<file path="config.mk">
export PLATFORM = sky130hd
export DESIGN_NAME = gcd_scan_unit
export DESIGN_NICKNAME = d
export VERILOG_FILES = /design/src/rtl/gcd_scan_pkg.sv /design/src/rtl/gcd_ctrl.sv /design/src/rtl/gcd_datapath.sv /design/src/rtl/gcd_scan_reg.sv /design/src/rtl/gcd_scan_unit.sv
export SDC_FILE = /design/constraint.sdc
export NUM_CORES = 1
export LEC_CHECK = 0
export BUFFER_PORTS_ARGS = -buffer_cell sky130_fd_sc_hd__buf_2
export CAP_MARGIN = 20
export CORE_MARGIN = 5
export CORE_UTILIZATION = 40
export CTS_CLUSTER_SIZE = 20
export DETAILED_ROUTE_END_ITERATION = 8
export PLACE_DENSITY = 0.59
export SYNTH_ARGS = -nofsm -noshare
export SYNTH_HDL_FRONTEND = slang
export SYNTH_SLANG_ARGS = --single-unit
</file>
<file path="constraint.sdc">
create_clock -name clk -period 6.3 [get_ports clk]
set_input_delay 0.63 -clock clk [delete_from_list [all_inputs] [get_ports clk]]
set_output_delay 0.63 -clock clk [all_outputs]
set_load 0.01 [all_outputs]
</file>
<file path="src/rtl/gcd_scan_pkg.sv">
package gcd_scan_pkg;

    typedef enum logic [2:0] {
        OP_LOAD_FIRST,
        OP_LOAD_SECOND,
        OP_RESTART,
        OP_SUB_FIRST,
        OP_SUB_SECOND,
        OP_DONE
    } gcd_op_e;

    // Control flags; packed order puts phase at the lowest bit so the
    // chain reads phase, ask, done toward the scan output.
    typedef struct packed {
        logic done;
        logic ask;
        logic phase;
    } ctl_flags_t;

    localparam int FLAG_W = $bits(ctl_flags_t);

    function automatic int chain_len(input int word_w);
        return 2 * word_w + FLAG_W;
    endfunction

    function automatic ctl_flags_t flags_after_reset();
        ctl_flags_t f;
        f.done  = 1'b0;
        f.ask   = 1'b1;
        f.phase = 1'b0;
        return f;
    endfunction

endpackage

</file>
<file path="src/rtl/gcd_ctrl.sv">
module gcd_ctrl
    import gcd_scan_pkg::*;
(
    input  ctl_flags_t flags_q,
    input  logic       first_gt,
    input  logic       second_gt,
    output gcd_op_e    op,
    output ctl_flags_t flags_d
);

    always_comb begin
        flags_d = '0;
        if (flags_q.ask) begin
            if (!flags_q.phase) begin
                op            = OP_LOAD_FIRST;
                flags_d.ask   = 1'b1;
                flags_d.phase = 1'b1;
            end else begin
                op            = OP_LOAD_SECOND;
            end
        end else if (flags_q.done) begin
            op          = OP_RESTART;
            flags_d.ask = 1'b1;
        end else if (first_gt) begin
            op = OP_SUB_FIRST;
        end else if (second_gt) begin
            op = OP_SUB_SECOND;
        end else begin
            op           = OP_DONE;
            flags_d.done = 1'b1;
        end
    end

endmodule

</file>
<file path="src/rtl/gcd_datapath.sv">
module gcd_datapath
    import gcd_scan_pkg::*;
#(
    parameter int WORD_W = 8
) (
    input  gcd_op_e           op,
    input  logic [WORD_W-1:0] word_in,
    input  logic [WORD_W-1:0] first_q,
    input  logic [WORD_W-1:0] second_q,
    output logic [WORD_W-1:0] first_d,
    output logic [WORD_W-1:0] second_d,
    output logic              first_gt,
    output logic              second_gt
);

    assign first_gt  = first_q > second_q;
    assign second_gt = second_q > first_q;

    always_comb begin
        first_d  = first_q;
        second_d = second_q;
        case (op)
            OP_LOAD_FIRST:  first_d  = word_in;
            OP_LOAD_SECOND: second_d = word_in;
            OP_SUB_FIRST:   first_d  = first_q - second_q;
            OP_SUB_SECOND:  second_d = second_q - first_q;
            default: begin
                first_d  = first_q;
                second_d = second_q;
            end
        endcase
    end

endmodule

</file>
<file path="src/rtl/gcd_scan_reg.sv">
module gcd_scan_reg #(
    parameter int CHAIN_N = 19
) (
    input  logic               clk,
    input  logic               reset,
    input  logic               shift_en,
    input  logic               scan_in,
    input  logic [CHAIN_N-1:0] func_d,
    input  logic [CHAIN_N-1:0] reset_val,
    output logic [CHAIN_N-1:0] q,
    output logic               scan_out
);

    logic [CHAIN_N-1:0] shift_src;
    logic [CHAIN_N-1:0] next_q;

    for (genvar i = 0; i < CHAIN_N; i++) begin : g_bit
        if (i == 0) begin : g_head
            assign shift_src[i] = scan_in;
        end else begin : g_link
            assign shift_src[i] = q[i-1];
        end
        assign next_q[i] = shift_en ? shift_src[i] : func_d[i];
    end

    always_ff @(posedge clk) begin
        if (reset) begin
            q <= reset_val;
        end else begin
            q <= next_q;
        end
    end

    assign scan_out = q[CHAIN_N-1];

    AST_SHIFT_HEAD: assert property (@(posedge clk) disable iff (reset)
        shift_en |=> q[0] == $past(scan_in)) else $error("scan head");

    AST_SHIFT_ADVANCE: assert property (@(posedge clk) disable iff (reset)
        shift_en |=> q[CHAIN_N-1:1] == $past(q[CHAIN_N-2:0])) else $error("scan advance");

endmodule

</file>
<file path="src/rtl/gcd_scan_unit.sv">
module gcd_scan_unit
    import gcd_scan_pkg::*;
#(
    parameter int WORD_W = 8
) (
    input  logic              clk,
    input  logic              reset,
    input  logic [WORD_W-1:0] data_in,
    output logic              req,
    output logic              ready,
    output logic [WORD_W-1:0] data_out,
    input  logic              scan_in,
    input  logic              scan_shift,
    output logic              scan_out
);

    localparam int CHAIN_N = chain_len(WORD_W);
    localparam int OPS_W   = 2 * WORD_W;

    logic [CHAIN_N-1:0] state_q;
    logic [CHAIN_N-1:0] state_d;
    logic [CHAIN_N-1:0] state_rst;

    logic [WORD_W-1:0] first_q, second_q, first_d, second_d;
    ctl_flags_t        flags_q, flags_d;
    gcd_op_e           op;
    logic              first_gt, second_gt;

    assign first_q  = state_q[WORD_W-1:0];
    assign second_q = state_q[OPS_W-1:WORD_W];
    assign flags_q  = ctl_flags_t'(state_q[CHAIN_N-1:OPS_W]);

    assign state_d   = {flags_d, second_d, first_d};
    assign state_rst = {flags_after_reset(), {OPS_W{1'b0}}};

    gcd_ctrl u_ctrl (
        .flags_q   (flags_q),
        .first_gt  (first_gt),
        .second_gt (second_gt),
        .op        (op),
        .flags_d   (flags_d)
    );

    gcd_datapath #(.WORD_W(WORD_W)) u_datapath (
        .op        (op),
        .word_in   (data_in),
        .first_q   (first_q),
        .second_q  (second_q),
        .first_d   (first_d),
        .second_d  (second_d),
        .first_gt  (first_gt),
        .second_gt (second_gt)
    );

    gcd_scan_reg #(.CHAIN_N(CHAIN_N)) u_state (
        .clk       (clk),
        .reset     (reset),
        .shift_en  (scan_shift),
        .scan_in   (scan_in),
        .func_d    (state_d),
        .reset_val (state_rst),
        .q         (state_q),
        .scan_out  (scan_out)
    );

    assign req      = flags_q.ask;
    assign ready    = flags_q.done;
    assign data_out = first_q;

    AST_READY_PULSE: assert property (@(posedge clk) disable iff (reset)
        (ready && !scan_shift) |=> !ready) else $error("ready pulse");

    AST_REQ_AFTER_READY: assert property (@(posedge clk) disable iff (reset)
        (ready && !req && !scan_shift) |=> (req && !flags_q.phase)) else $error("restart");

    AST_RESULT_SETTLED: assert property (@(posedge clk) disable iff (reset)
        (ready && !$past(scan_shift)) |-> (first_q == second_q)) else $error("result");

    AST_PHASE_FLIP: assert property (@(posedge clk) disable iff (reset)
        (req && !scan_shift) |=> (flags_q.phase != $past(flags_q.phase))) else $error("phase");

endmodule

</file>
==> results, run 1 <==
- The die covers 0.006319 sq mm.
- The height of the chip is ~80 um.
- The leakage power is between 0.8 and 0.9 nW.
- Setup slack on the critical path of the routed design comes to approximately 3.4 ns.
- After synthesis, the most frequently instantiated cells are inv_1, nor2_1, nand2_1.
- The clock reaches the later pin of the worst-skew pair after approximately 0.27 ns.
- The clock period minus worst slack is about 2.9 ns.
- For this block, the initial DRC count from the detailed router was 122.
- The combinational family with the most area after synthesis is compound AO/OA/AOI/OAI gates.
- Adding up every negative setup slack in the final design gives 0 ns.
- The overall power consumption is about 0.53 mW.
- The largest registers in the layout are u_state.q (19).
- Detailed routing inserted a total of around 1700 vias.
- The area share of the leading cell type in the synthesized netlist is 19.69%.
- Summed over all nets, the half-perimeter wirelength after detailed placement is between 3000 and 4000 um.
- The max-slew violation count came to 0.
- The area inside the core boundary is ~0.0047 sq mm.
- In this run the worst path has a maximum fanout of 13.
- For this run, the top clock speed supported by timing is 348.8 MHz.
- The number of flip-flops in the largest register is 19.
- The async set-reset flop share out of synthesis is 0%.
- The worst-case IR drop observed on VDD is 0.1422 mV.
- The quantity of gates resized following cts is 0.
- The classification of the worst setup path is reg -> reg.
- The post-synthesis share of cell area spent on full adders, half adders and majority gates is 12.44%.
- The post-synthesis area per instance is just under 8 sq um.
- The pre-CTS setup slack is between 3 and 4 ns.
- The floorplan row count is 25.
- The number of nets with antenna violations after detailed routing is 0.
- The worst path uses between 40 and 50% of the clock period.
- The critical path data arrival time is about 3.0 ns.
- Once the clock tree was built, the setup fixing pass inserted 0 buffers.
- After clock tree synthesis, the clock-pin slew on the worst setup and hold paths is 0.09 ns.
- For this block, the routed nets add up to slightly above 5000 um of wire.
- The type of origin of the critical path is a flop.
- The total track usage is between 10% and 20%.
- The placer congestion estimate is between 0.8 and 0.9.
- The via count of the first global-routing pass is 1728.
- Setup repair after global routing left no endpoint under its margin.
- The clock skew is roughly 0.0074 ns.
- The die is 79.50 um wide.
- The final hold violation count is 0.
- Buffers inserted to repair hold after CTS numbered 0.
- Of the total synthesized cell area, the portion taken by XOR and XNOR cells is ~1.4%.
- At the pin with the least slew margin, the transition time is about 0.87 ns.
- The number of enable-type register cells in the synthesized netlist is 0.
- The number of clock buffers added by TritonCTS is 3.
- In the final routed layout, each cell accounts on average for around 17 um.
- During synthesis, Yosys emitted a total of 0 warnings.
- Synthesis produced a netlist with a net count of roughly 280.
- Cells fill about 43% of the core in the end.
- The worst endpoint required time is roughly 6.4 ns.
- The register with the most flip-flops in the final layout is u_state.q.
- Summing the areas of all compound-gate instances in the mapped netlist gives roughly a third of the synthesized area.
- 23 I/O pins were placed.
- The area growth from synthesis to layout is 4.793%.
- Of the post-synthesis cell area, the part taken by muxes is under 10%.
- After detailed routing, the number of remaining DRC violations is 0.
- After synthesis, the netlist uses 48 different library cells.
- The power density relative to cell area is approximately 260 mW/mm^2.
- The first TritonRoute pass finished after 4 iterations.
- The prevailing post-synth register cell is dfxtp_1.
- The number of maximum-capacitance constraint violations is 0.
- The number of buffers between clock root and the deepest sink is 2.
- The flow ran to the end, and the final reports show no timing, DRC or antenna violations.
- The share of synthesized area occupied by flip-flops and latches is between 15 and 20%.
- The largest net degree at the start of global routing is 33.
- The synthesized netlist occupies a cell area of about 0.0019 sq mm.
- The quantity of I/O buffers inserted on ports is 22.
- The worst slew slack as a fraction of its limit is between 40% and 50%.
- The number of antenna diodes in the final layout is 0.
- The category of the worst setup path capture point is a flop.
- The library cell occupying the most area in the post-synthesis netlist is dfxtp_1.
- For this configuration, the core starts out at a cell density of 41.17%.
- The net count of the finished layout is 280.
- After detailed routing, the number of vias per cell comes to 5.690.
- The cell count after synthesis came out at around 250.
- TritonCTS built the clock tree.
- The number of H-tree levels is 1.
- The first global-routing pass estimated between 8000 and 9000 um of wire.
- The path class of the tightest hold or removal check is reg -> reg.
- The share of layout cells above drive strength 1 is 16.06%.
- Summing the areas of all and, or, nand and nor instances in the mapped netlist gives a little under a fifth of the synthesized area.
- The most instantiated library cell after synthesis is inv_1.
- The root buffer selected by CTS is clkbuf_8.
- The total overflow left after global routing is 0.
- Setup violations remaining at the end of the flow were counted as 0.
- The initial antenna violation count is 0.
- The tree built by TritonCTS fans out to 19 sinks.
- In this run, synthesis produced a sequential element count of 19.
- Sorting the synthesized cells by area gives the leading types as dfxtp_1, ha_1, inv_1, nor2_1, a21oi_1.
==> final cells by class <==
cell class / count / area [sq um]
Multi-Input combinational cell: 178 / 1323
Clock buffer: 3 / 41.29
Sequential cell: 19 / 380.4
Fill cell: 481 / 2668
Tap cell: 54 / 67.56
Timing Repair Buffer: 22 / 110.1
Clock inverter: 1 / 5.005
Inverter: 26 / 97.59
==> power by group <==
part,switching [mW],internal [mW]
Sequential,0.0175,0.134
Combinational,0.173,0.115
Clock,0.0502,0.0443
==> per-stage QoR <==
stage | cell area (sq um) | cells | hold WS, ns
finish | 2024 | 303 | 0.4825
global route | 2024 | 303 | 0.5118
CTS | 2024 | 303 | 0.4847
detailed placement | 1978 | 299 | 0.4723
global placement | 1978 | 299 | 0.4710
floorplan | 1932 | 245 | 0.4511
==> worst paths after layout <==
check	startpoint	endpoint	cells past startpoint	slack, ns
worst max register to register	u_state.q[5]	u_state.q[5]	8	3.43
worst max-delay path	u_state.q[5]	u_state.q[5]	8	3.43
worst min-delay path	u_state.q[10]	u_state.q[10]	2	0.48
worst min register to register	u_state.q[10]	u_state.q[10]	2	0.48
==> routing by layer <==
metal | vias up | GRT usage, % | part of all wire [%]
met3 | 8 | 3.725 | 5.1
met2 | 37 | 27.55 | 45
li1 | 877 | - | -
met1 | 802 | 24.09 | 48
met5 | - | 0 | 0
met4 | 0 | 5.155 | 1.9
==> cells by family (layout without fill, tap and decap cells) <==
logic type | count (synthesis) | after routing
AND/OR/NAND/NOR | 69 | 69
buffers and inverters | 48 | 52
XOR/XNOR | 3 | 3
adder cells (fa/ha/maj) | 18 | 18
AO/OA/AOI/OAI | 82 | 82
multiplexers | 6 | 6
flip-flops | 19 | 19
==> cells in the final DEF, fill, tap and decap left out, types with 3 or more instances in the layout <==
| cell type | instances |
|---|---|
| nor2_1 | 24 |
| nor2b_1 | 4 |
| a211oi_2 | 3 |
| nand2_1 | 20 |
| ha_1 | 16 |
| buf_2 | 22 |
| o21ai_0 | 7 |
| mux2i_1 | 6 |
| nand2b_1 | 3 |
| o21a_1 | 8 |
| dfxtp_1 | 19 |
| o21ai_1 | 6 |
| a221oi_1 | 3 |
| o211ai_1 | 5 |
| nor3_1 | 5 |
| inv_1 | 26 |
| a21oi_1 | 15 |
| a32o_1 | 3 |
| a211oi_1 | 7 |
| or3_1 | 4 |
| o31ai_1 | 5 |
| clkbuf_8 | 3 |
==> critical path, cell delays in order (launching register included) <==
cell and delay [ns]:
dfxtp_1 0.39, inv_1 0.07, ha_1 0.47, a211oi_2 0.30
o21bai_2 0.14, o221ai_2 0.55, nor3b_4 0.50, or3_1 0.19
o221ai_1 0.12
(Power assumes the default switching activity.)
==> run 2, diff against run 1 <==
clock period = 2.95 ns   (was 6.3 ns; I/O delays follow)
==> run 2 against run 1 <==
Effect of this change: clock-buffer cell count grew 1; routed wire length shrank 1.4%; maximum frequency grew 6.8%; sequential share of layout area down 0.20 points; die area is the same; worst hold slack worse by 0.16 ns; critical endpoint is now u_state.q[15]; clock skew fell by 0.0036 ns; flip-flop and latch count unchanged; register-to-register slack worse by 3.2 ns.
==> results, run 2 (synthesis gave the netlist of run 1 again) <==
- The height of the chip is 79.50 um (unchanged).
- The number of buffers created by CTS was 3 (unchanged).
- The number of vias in the routed layout is 1765 (+2.4%).
- The quantity of gates resized following cts is 0 (unchanged).
- The library cell used most frequently in the layout, excluding fill and tap cells, is inv_1.
- The number of flip-flops in the largest register was 19 (unchanged).
- The leakage power is 0.8563 nW (+1.3%).
- The power density relative to cell area is 556.4 mW/mm^2 (+110%).
- The run finished with clean final reports.
- The number of maximum-capacitance constraint violations is 0 (unchanged).
- The number of buffers between clock root and the deepest sink is 2 (unchanged).
- Among cell families on the critical path, the largest total delay comes from simple AND/OR/NAND/NOR gates.
- The iteration-0 DRC count of the detailed router is 76 (-38%).
- The floorplan row count is 25 (unchanged).
- The hold buffer count at CTS is 0 (unchanged).
- The overall routed net length was 5023 um (-1.4%).
- The clock skew is 0.003822 ns (-0.003579 ns).
- The number of clock sinks is 19 (unchanged).
- The initial antenna violation count came to 0 (unchanged).
- The synthesis-to-layout area growth is 5.894%.
- In the final layout, the registers with the most flip-flops are u_state.q (19).
- Setup repair after global routing left no endpoint under its margin.
- The peak ir drop on the vdd network is 0.3289 mV (+130%).
- The first-pass GRT wire length is 8362 um (-4.4%).
- The post-route core utilization is 43.60% (+0.45 points).
- The root buffer selected by CTS is clkbuf_8.
- The number of remaining DRC errors is 0 (unchanged).
- The critical path data arrival time came to 2.84 ns (-0.16 ns).
- The signal on the critical path passes through inv_1, ha_1, fa_1, nand2b_1, a211oi_1, or3_4, nand3_4, or3_1, a32o_1.
- The slew of the pin with the lowest slew margin was 0.5607 ns (-0.3096 ns).
- The share of layout cells above drive strength 1 is 16.67% (+0.60 points).
- The largest net degree at the start of global routing is 21 (-36%).
- The total of endpoints with negative setup slack in the final report is 0 (unchanged).
- The horizontal die dimension came to 79.50 um (unchanged).
- The area enclosed by the die boundary is 0.006319 sq mm (unchanged).
- The final period utilization is 91.01% (+45 points).
- The placer congestion estimate was 0.8596 (+1.1%).
- The total buffers and inverters traversed by the critical path is 1 (unchanged).
- The worst endpoint required time came to 3.11 ns (-3.33 ns).
- The number of detailed-route iterations in the first pass was 4 (unchanged).
- The worst setup path is captured at a flop.
- The wire length per cell is 16.42 um (-2.3%).
- The worst slew slack as a fraction of its limit is 62.62% (+21 points).
- The largest register by flop count is u_state.q.
- The latest clock arrival within the worst-skew pair came to 0.26 ns (about the same).
- The delay of the slowest critical-path stage came to 0.41 ns (-0.14 ns).
- The setup path with the least slack is of type reg -> reg.
- The antenna diode instance count is 0 (unchanged).
- The net count of the finished layout was 283 (+1.1%).
- The top-level port count came to 23 (unchanged).
- For this design, the slowest cell found on the critical path is fa_1.
- The area inside the core boundary is 0.004692 sq mm (unchanged).
- The maximum clock frequency is 372.5 MHz (+6.8%).
- The post-DP HPWL is 3746 um (-0.38%).
- The overflow left after global routing is 0 (unchanged).
- The total track usage is 16.78% (-0.81 points).
- The total negative setup slack came to 0 ns (unchanged).
- The type of origin of the critical path is a flop.
- The post-CTS setup repair buffer count came to 0 (unchanged).
- The clock-pin slew reported for the worst setup and hold paths after clock tree synthesis is 0.08 ns (about the same).
- The max-slew violation count is 0 (unchanged).
- The quantity of I/O buffers inserted on ports is 22 (unchanged).
- The path class of the tightest hold or removal check is in -> reg.
- The maximum fanout encountered on the critical timing path is 14 (+1).
- The ratio of routed vias to standard cells is 5.768 (+1.4%).
- The number of H-tree levels is 1 (unchanged).
- In the layout the commonest cells are inv_1, nor2_1, buf_2.
- The number of nets with antenna violations after detailed routing was 0 (unchanged).
- TritonCTS built the clock tree.
- The effective utilization at floorplan was 41.17% (unchanged).
- The via count of the first global-routing pass is 1661 (-3.9%).
- The clock period minus worst slack was 2.685 ns (-0.1823 ns).
- The final hold violation count came to 0 (unchanged).
## run 2: cell types whose count changed in the layout (fill, tap and decap cells not counted), sizes merged
cell	previous run	this run
buf	22	25
clkbuf	3	4
clkinv	1	0
## run 2: worst paths after layout
path,from,to,slack (ns),cells past startpoint
setup / recovery,u_state.q[8],u_state.q[15],0.27,9
hold / removal,scan_in,u_state.q[0],0.32,3
setup reg to reg,u_state.q[8],u_state.q[15],0.27,9
hold reg to reg,u_state.q[10],u_state.q[10],0.48,2
## run 2: area by class of cell
type	instances	area, sq um
well taps	54	67.56
multi-input cells	178	1323
repair buffers	25	132.6
fillers	487	2646
clock buffers	4	45.04
flip-flops and latches	19	380.4
inverters	26	97.59
## run 2: power by group
part | switching [mW] | internal [mW]
clock | 0.0930 | 0.0963
combinational | 0.374 | 0.252
sequential | 0.0373 | 0.286
total | 0.504 | 0.634
## run 2: metal layers
layer  global-route usage [%]  vias to the layer above  part of all wire (%)
met4                    3.780                        0                   1.4
met5                        0                        -                     0
met2                    26.54                       39                    45
met1                    23.42                      831                    48
li1                         -                      887                     -
met3                    3.273                        8                   5.0
## run 2: metrics by stage
| stage | setup slack [ns] | cells | hold slack [ns] | total power [mW] | instance area [sq um] |
|---|---|---|---|---|---|
| after detailed placement | 0.2619 | 302 | 0.4751 | 0.9463 | 2001 |
| after global routing | 0.08520 | 306 | 0.3790 | 1.233 | 2046 |
| after CTS | 0.2533 | 306 | 0.3185 | 1.146 | 2046 |
| after global placement | 0.2398 | 302 | 0.4731 | 0.9506 | 2001 |
| final | 0.2654 | 306 | 0.3247 | 1.138 | 2046 |
| after floorplan | 0.6024 | 245 | 0.4511 | 0.8233 | 1932 |
## run 2: worst register-to-register path: stages (launching register included)
cell	delay, ns
dfxtp_1	0.38
inv_1	0.06
ha_1	0.20
fa_1	0.41
nand2b_1	0.20
a211oi_1	0.26
or3_4	0.22
nand3_4	0.20
or3_1	0.40
a32o_1	0.24
==> run 3, diff against run 2 <==
ABC_AREA = 1   (was not set)
==> run 3 against run 2 <==
Effect of this change: non-clock buffer count shrank 3; clock skew decreased by 0.0024 ns; critical path depth up 6; critical path type unchanged; final cell count up 29%; total power increased by 7.1%; synthesized area rose by 5.6%; register-to-register slack improved by 0.20 ns; routed wire length about the same; clock power shrank 3%; critical endpoint is now u_state.q[3].
==> results, run 3 <==
- The most instantiated library cell after synthesis is nand2_1.
- The global-route track usage on met3 was 1.316% (-2.0 points).
- The clock skew was 0.001405 ns (-0.002417 ns).
- The number of nets produced by synthesis was 346 (+26%).
- Sorting the synthesized cells by area gives the leading types as dfxtp_1, nand2_1, ha_1, inv_1, nand3_1.
- The met2 usage is 26.06% (-0.49 points).
- The number of buffers created by CTS was 3 (unchanged).
- The placed cell area is 0.002117 sq mm (+5.8%).
- The number of remaining DRC errors is 0 (unchanged).
- The number of vias in the routed layout is 1858 (+5.3%).
- The number of clock sinks is 19 (unchanged).
- The overall routed net length is 5024 um (about the same).
- The number of flip-flops in the largest register is 19 (unchanged).
- The net count of the finished layout is 355 (+25%).
- The total negative setup slack is 0 ns (unchanged).
- In the final layout, the registers with the most flip-flops are u_state.q (19).
- The worst setup path is captured at a flop.
- The post-synthesis area per instance came to 6.458 sq um (-18%).
- The maximum clock frequency is 402.4 MHz (+8.0%).
- The tightest min-delay check is of the in -> reg type.
- The overall power consumption is 1.219 mW (+7.1%).
- The top-level port count was 23 (unchanged).
- The pre-CTS setup slack came to 0.4941 ns (+0.2322 ns).
- The post-CTS setup repair buffer count is 0 (unchanged).
- The most congested layer reported by global routing is met2.
- The number of H-tree levels came to 1 (unchanged).
- The iteration-0 DRC count of the detailed router came to 95 (+25%).
- The register-to-register setup slack is 0.46 ns (+0.20 ns).
- The worst endpoint required time was 3.11 ns (about the same).
- The synthesis-to-layout area growth is 5.947% (about the same).
- The peak ir drop on the vdd network is 0.3229 mV (-1.8%).
- The register area is 380.4 sq um (unchanged).
- The overflow left after global routing was 0 (unchanged).
- The antenna diode instance count came to 0 (unchanged).
- The ratio of routed vias to standard cells is 4.716 (-18%).
- The slew of the pin with the lowest slew margin came to 0.5318 ns (-0.02887 ns).
- The netlist area before placement came to 0.002041 sq mm (+5.6%).
- The async set-reset flop share out of synthesis came to 0% (unchanged).
- The share of synthesized area occupied by flip-flops and latches came to 18.64% (-1.1 points).
- The hold buffer count at CTS is 0 (unchanged).
- The post-synthesis sequential element count is 19 (unchanged).
- The yosys synthesis warning count is 0 (unchanged).
- The via count of the first global-routing pass is 1755 (+5.7%).
- The maximum fanout encountered on the critical timing path was 11 (-3).
- The wire length per cell came to 12.75 um (-22%).
- The total track usage came to 16.40% (-0.38 points).
- The post-DP HPWL is 4060 um (+8.4%).
- The commonest cells after synthesis are nand2_1, inv_1, nand3_1.
- The max-slew violation count is 0 (unchanged).
- The initial antenna violation count is 0 (unchanged).
- The global routing usage on met1 was 23.66% (+0.24 points).
- Ranked by flip-flop count, first place goes to u_state.q.
- The post-route core utilization is 42.88% (-0.72 points).
- The area enclosed by the die boundary is 0.006630 sq mm (+4.9%).
- Setup repair after global routing left no endpoint under its margin.
- The final hold violation count came to 0 (unchanged).
- The quantity of gates resized following cts is 0 (unchanged).
- The summed area of non-filler cells in the final layout is 0.002162 sq mm (+5.7%).
- The quantity of I/O buffers inserted on ports is 22 (unchanged).
- The number of enable-type register cells in the synthesized netlist is 0 (unchanged).
- The placer congestion estimate is 0.8388 (-2.4%).
- The most frequent standard cell in the layout excluding fill and tap cells is nand2_1.
- The clock period minus worst slack is 2.485 ns (-0.1993 ns).
- The number of nets with antenna violations after detailed routing was 0 (unchanged).
- The cell sitting at the root of the clock tree is a clkbuf_8.
- The total of endpoints with negative setup slack in the final report was 0 (unchanged).
- The area share of the leading cell type in the synthesized netlist is 18.64% (-1.1 points).
- Among all flip-flop cells after synthesis, the most frequent one is dfxtp_1.
- The height of the chip came to 81.43 um (+2.4%).
- The critical path data arrival time is 2.65 ns (-0.19 ns).
- The multi-input gate area in the final layout is 0.001333 sq mm (+0.76%).
- The classification of the worst setup path is reg -> reg.
- The flow ran to the end, and the final reports show no timing, DRC or antenna violations.
- The leakage power was 1.109 nW (+29%).
- The setup slack after layout was 0.4647 ns (+0.1993 ns).
- The horizontal die dimension is 81.43 um (+2.4%).
- The worst slew slack as a fraction of its limit came to 64.41% (+1.8 points).
- The clock tree from TritonCTS is built.
- The area inside the core boundary was 0.005042 sq mm (+7.5%).
- The library cell occupying the most area in the post-synthesis netlist is dfxtp_1.
- The power density relative to cell area was 563.9 mW/mm^2 (+1.3%).
- The distinct cell type count after synthesis was 31 (-35%).
- The synthesized instance count is 316 (+29%).
- The floorplan row count was 26 (+4.0%).
- The number of buffers between clock root and the deepest sink is 2 (unchanged).
- The largest net degree at the start of global routing was 26 (+24%).
- The final period utilization is 84.25% (-6.8 points).
- The top cell types in the final layout, fill and taps aside, are nand2_1, inv_1, buf_2.
- The number of detailed-route iterations in the first pass is 4 (unchanged).
- The number of maximum-capacitance constraint violations is 0 (unchanged).
- The first-pass GRT wire length is 8418 um (+0.67%).
- The share of layout cells above drive strength 1 is 18.83% (+2.2 points).
- STA classifies the critical path startpoint as a flop.
- The latest clock arrival within the worst-skew pair is 0.26 ns (about the same).
- The clock-pin slew reported for the worst setup and hold paths after clock tree synthesis is 0.07 ns (about the same).
- The layout filler cell count came to 557 (+14%).
- The effective utilization at floorplan is 40.47% (-0.70 points).
[run 3: cell count changes after synthesis, moves of 7 or more]
| cell | before | now |
|---|---|---|
| nor2_1 | 24 | 16 |
| o21ai_0 | 7 | 16 |
| nand2_1 | 20 | 84 |
| nand2_2 | 0 | 12 |
| inv_1 | 26 | 52 |
| a21oi_2 | 0 | 7 |
| o21a_1 | 8 | 0 |
| nand3_1 | 2 | 21 |
[run 3: logic make-up after synthesis]
logic type / synth area share, %
flip-flops: 18.64
AND/OR/NAND/NOR: 35.68
buffers and inverters: 16.06
XOR/XNOR: 2.575
adder cells (fa/ha/maj): 11.77
AO/OA/AOI/OAI: 15.27
[run 3: path summary, 6_finish.rpt]
kind                               startpoint             to  cells after the start
worst max-delay path             u_state.q[0]   u_state.q[3]                     15
worst min register to register  u_state.q[15]  u_state.q[15]                      2
worst max register to register   u_state.q[0]   u_state.q[3]                     15
worst min-delay path                    reset   u_state.q[5]                      2
[run 3: area by class of cell]
type | count | area share (%)
multi-input combinational | 224 | 61.63
sequential | 19 | 17.59
inverter | 55 | 9.549
timing repair buffer | 22 | 5.093
tap | 70 | 4.051
clock buffer | 4 | 2.083
[run 3: metal layers]
layer	vias up	routed length, um
li1	994	-
met1	822	2536
met2	37	2273
met3	5	147
met4	0	67
met5	-	0
[run 3: critical path, cell delays in order, from the launching register on]
cell and delay, ns:
dfxtp_1 0.42, inv_1 0.07, ha_1 0.23, fa_1 0.41
inv_1 0.07, nand2_1 0.04, nand2_1 0.13, nand3_2 0.13
nand2_2 0.13, nand3_4 0.14, inv_2 0.25, nand2_1 0.08
nand3_1 0.12, nand3_1 0.09, nand2_1 0.06, inv_1 0.03
[run 3: power by group]
part	internal (mW)	leakage [nW]	switching, mW
Clock	0.0962	0.0228	0.0871
Combinational	0.244	0.928	0.460
Sequential	0.289	0.158	0.0438
[run 3: through the flow]
step,hold WS (ns),std cells
final,0.3352,394
after global routing,0.3380,394
after CTS,0.3357,394
after detailed placement,0.4979,390
after global placement,0.5058,390
after floorplan,0.4720,316
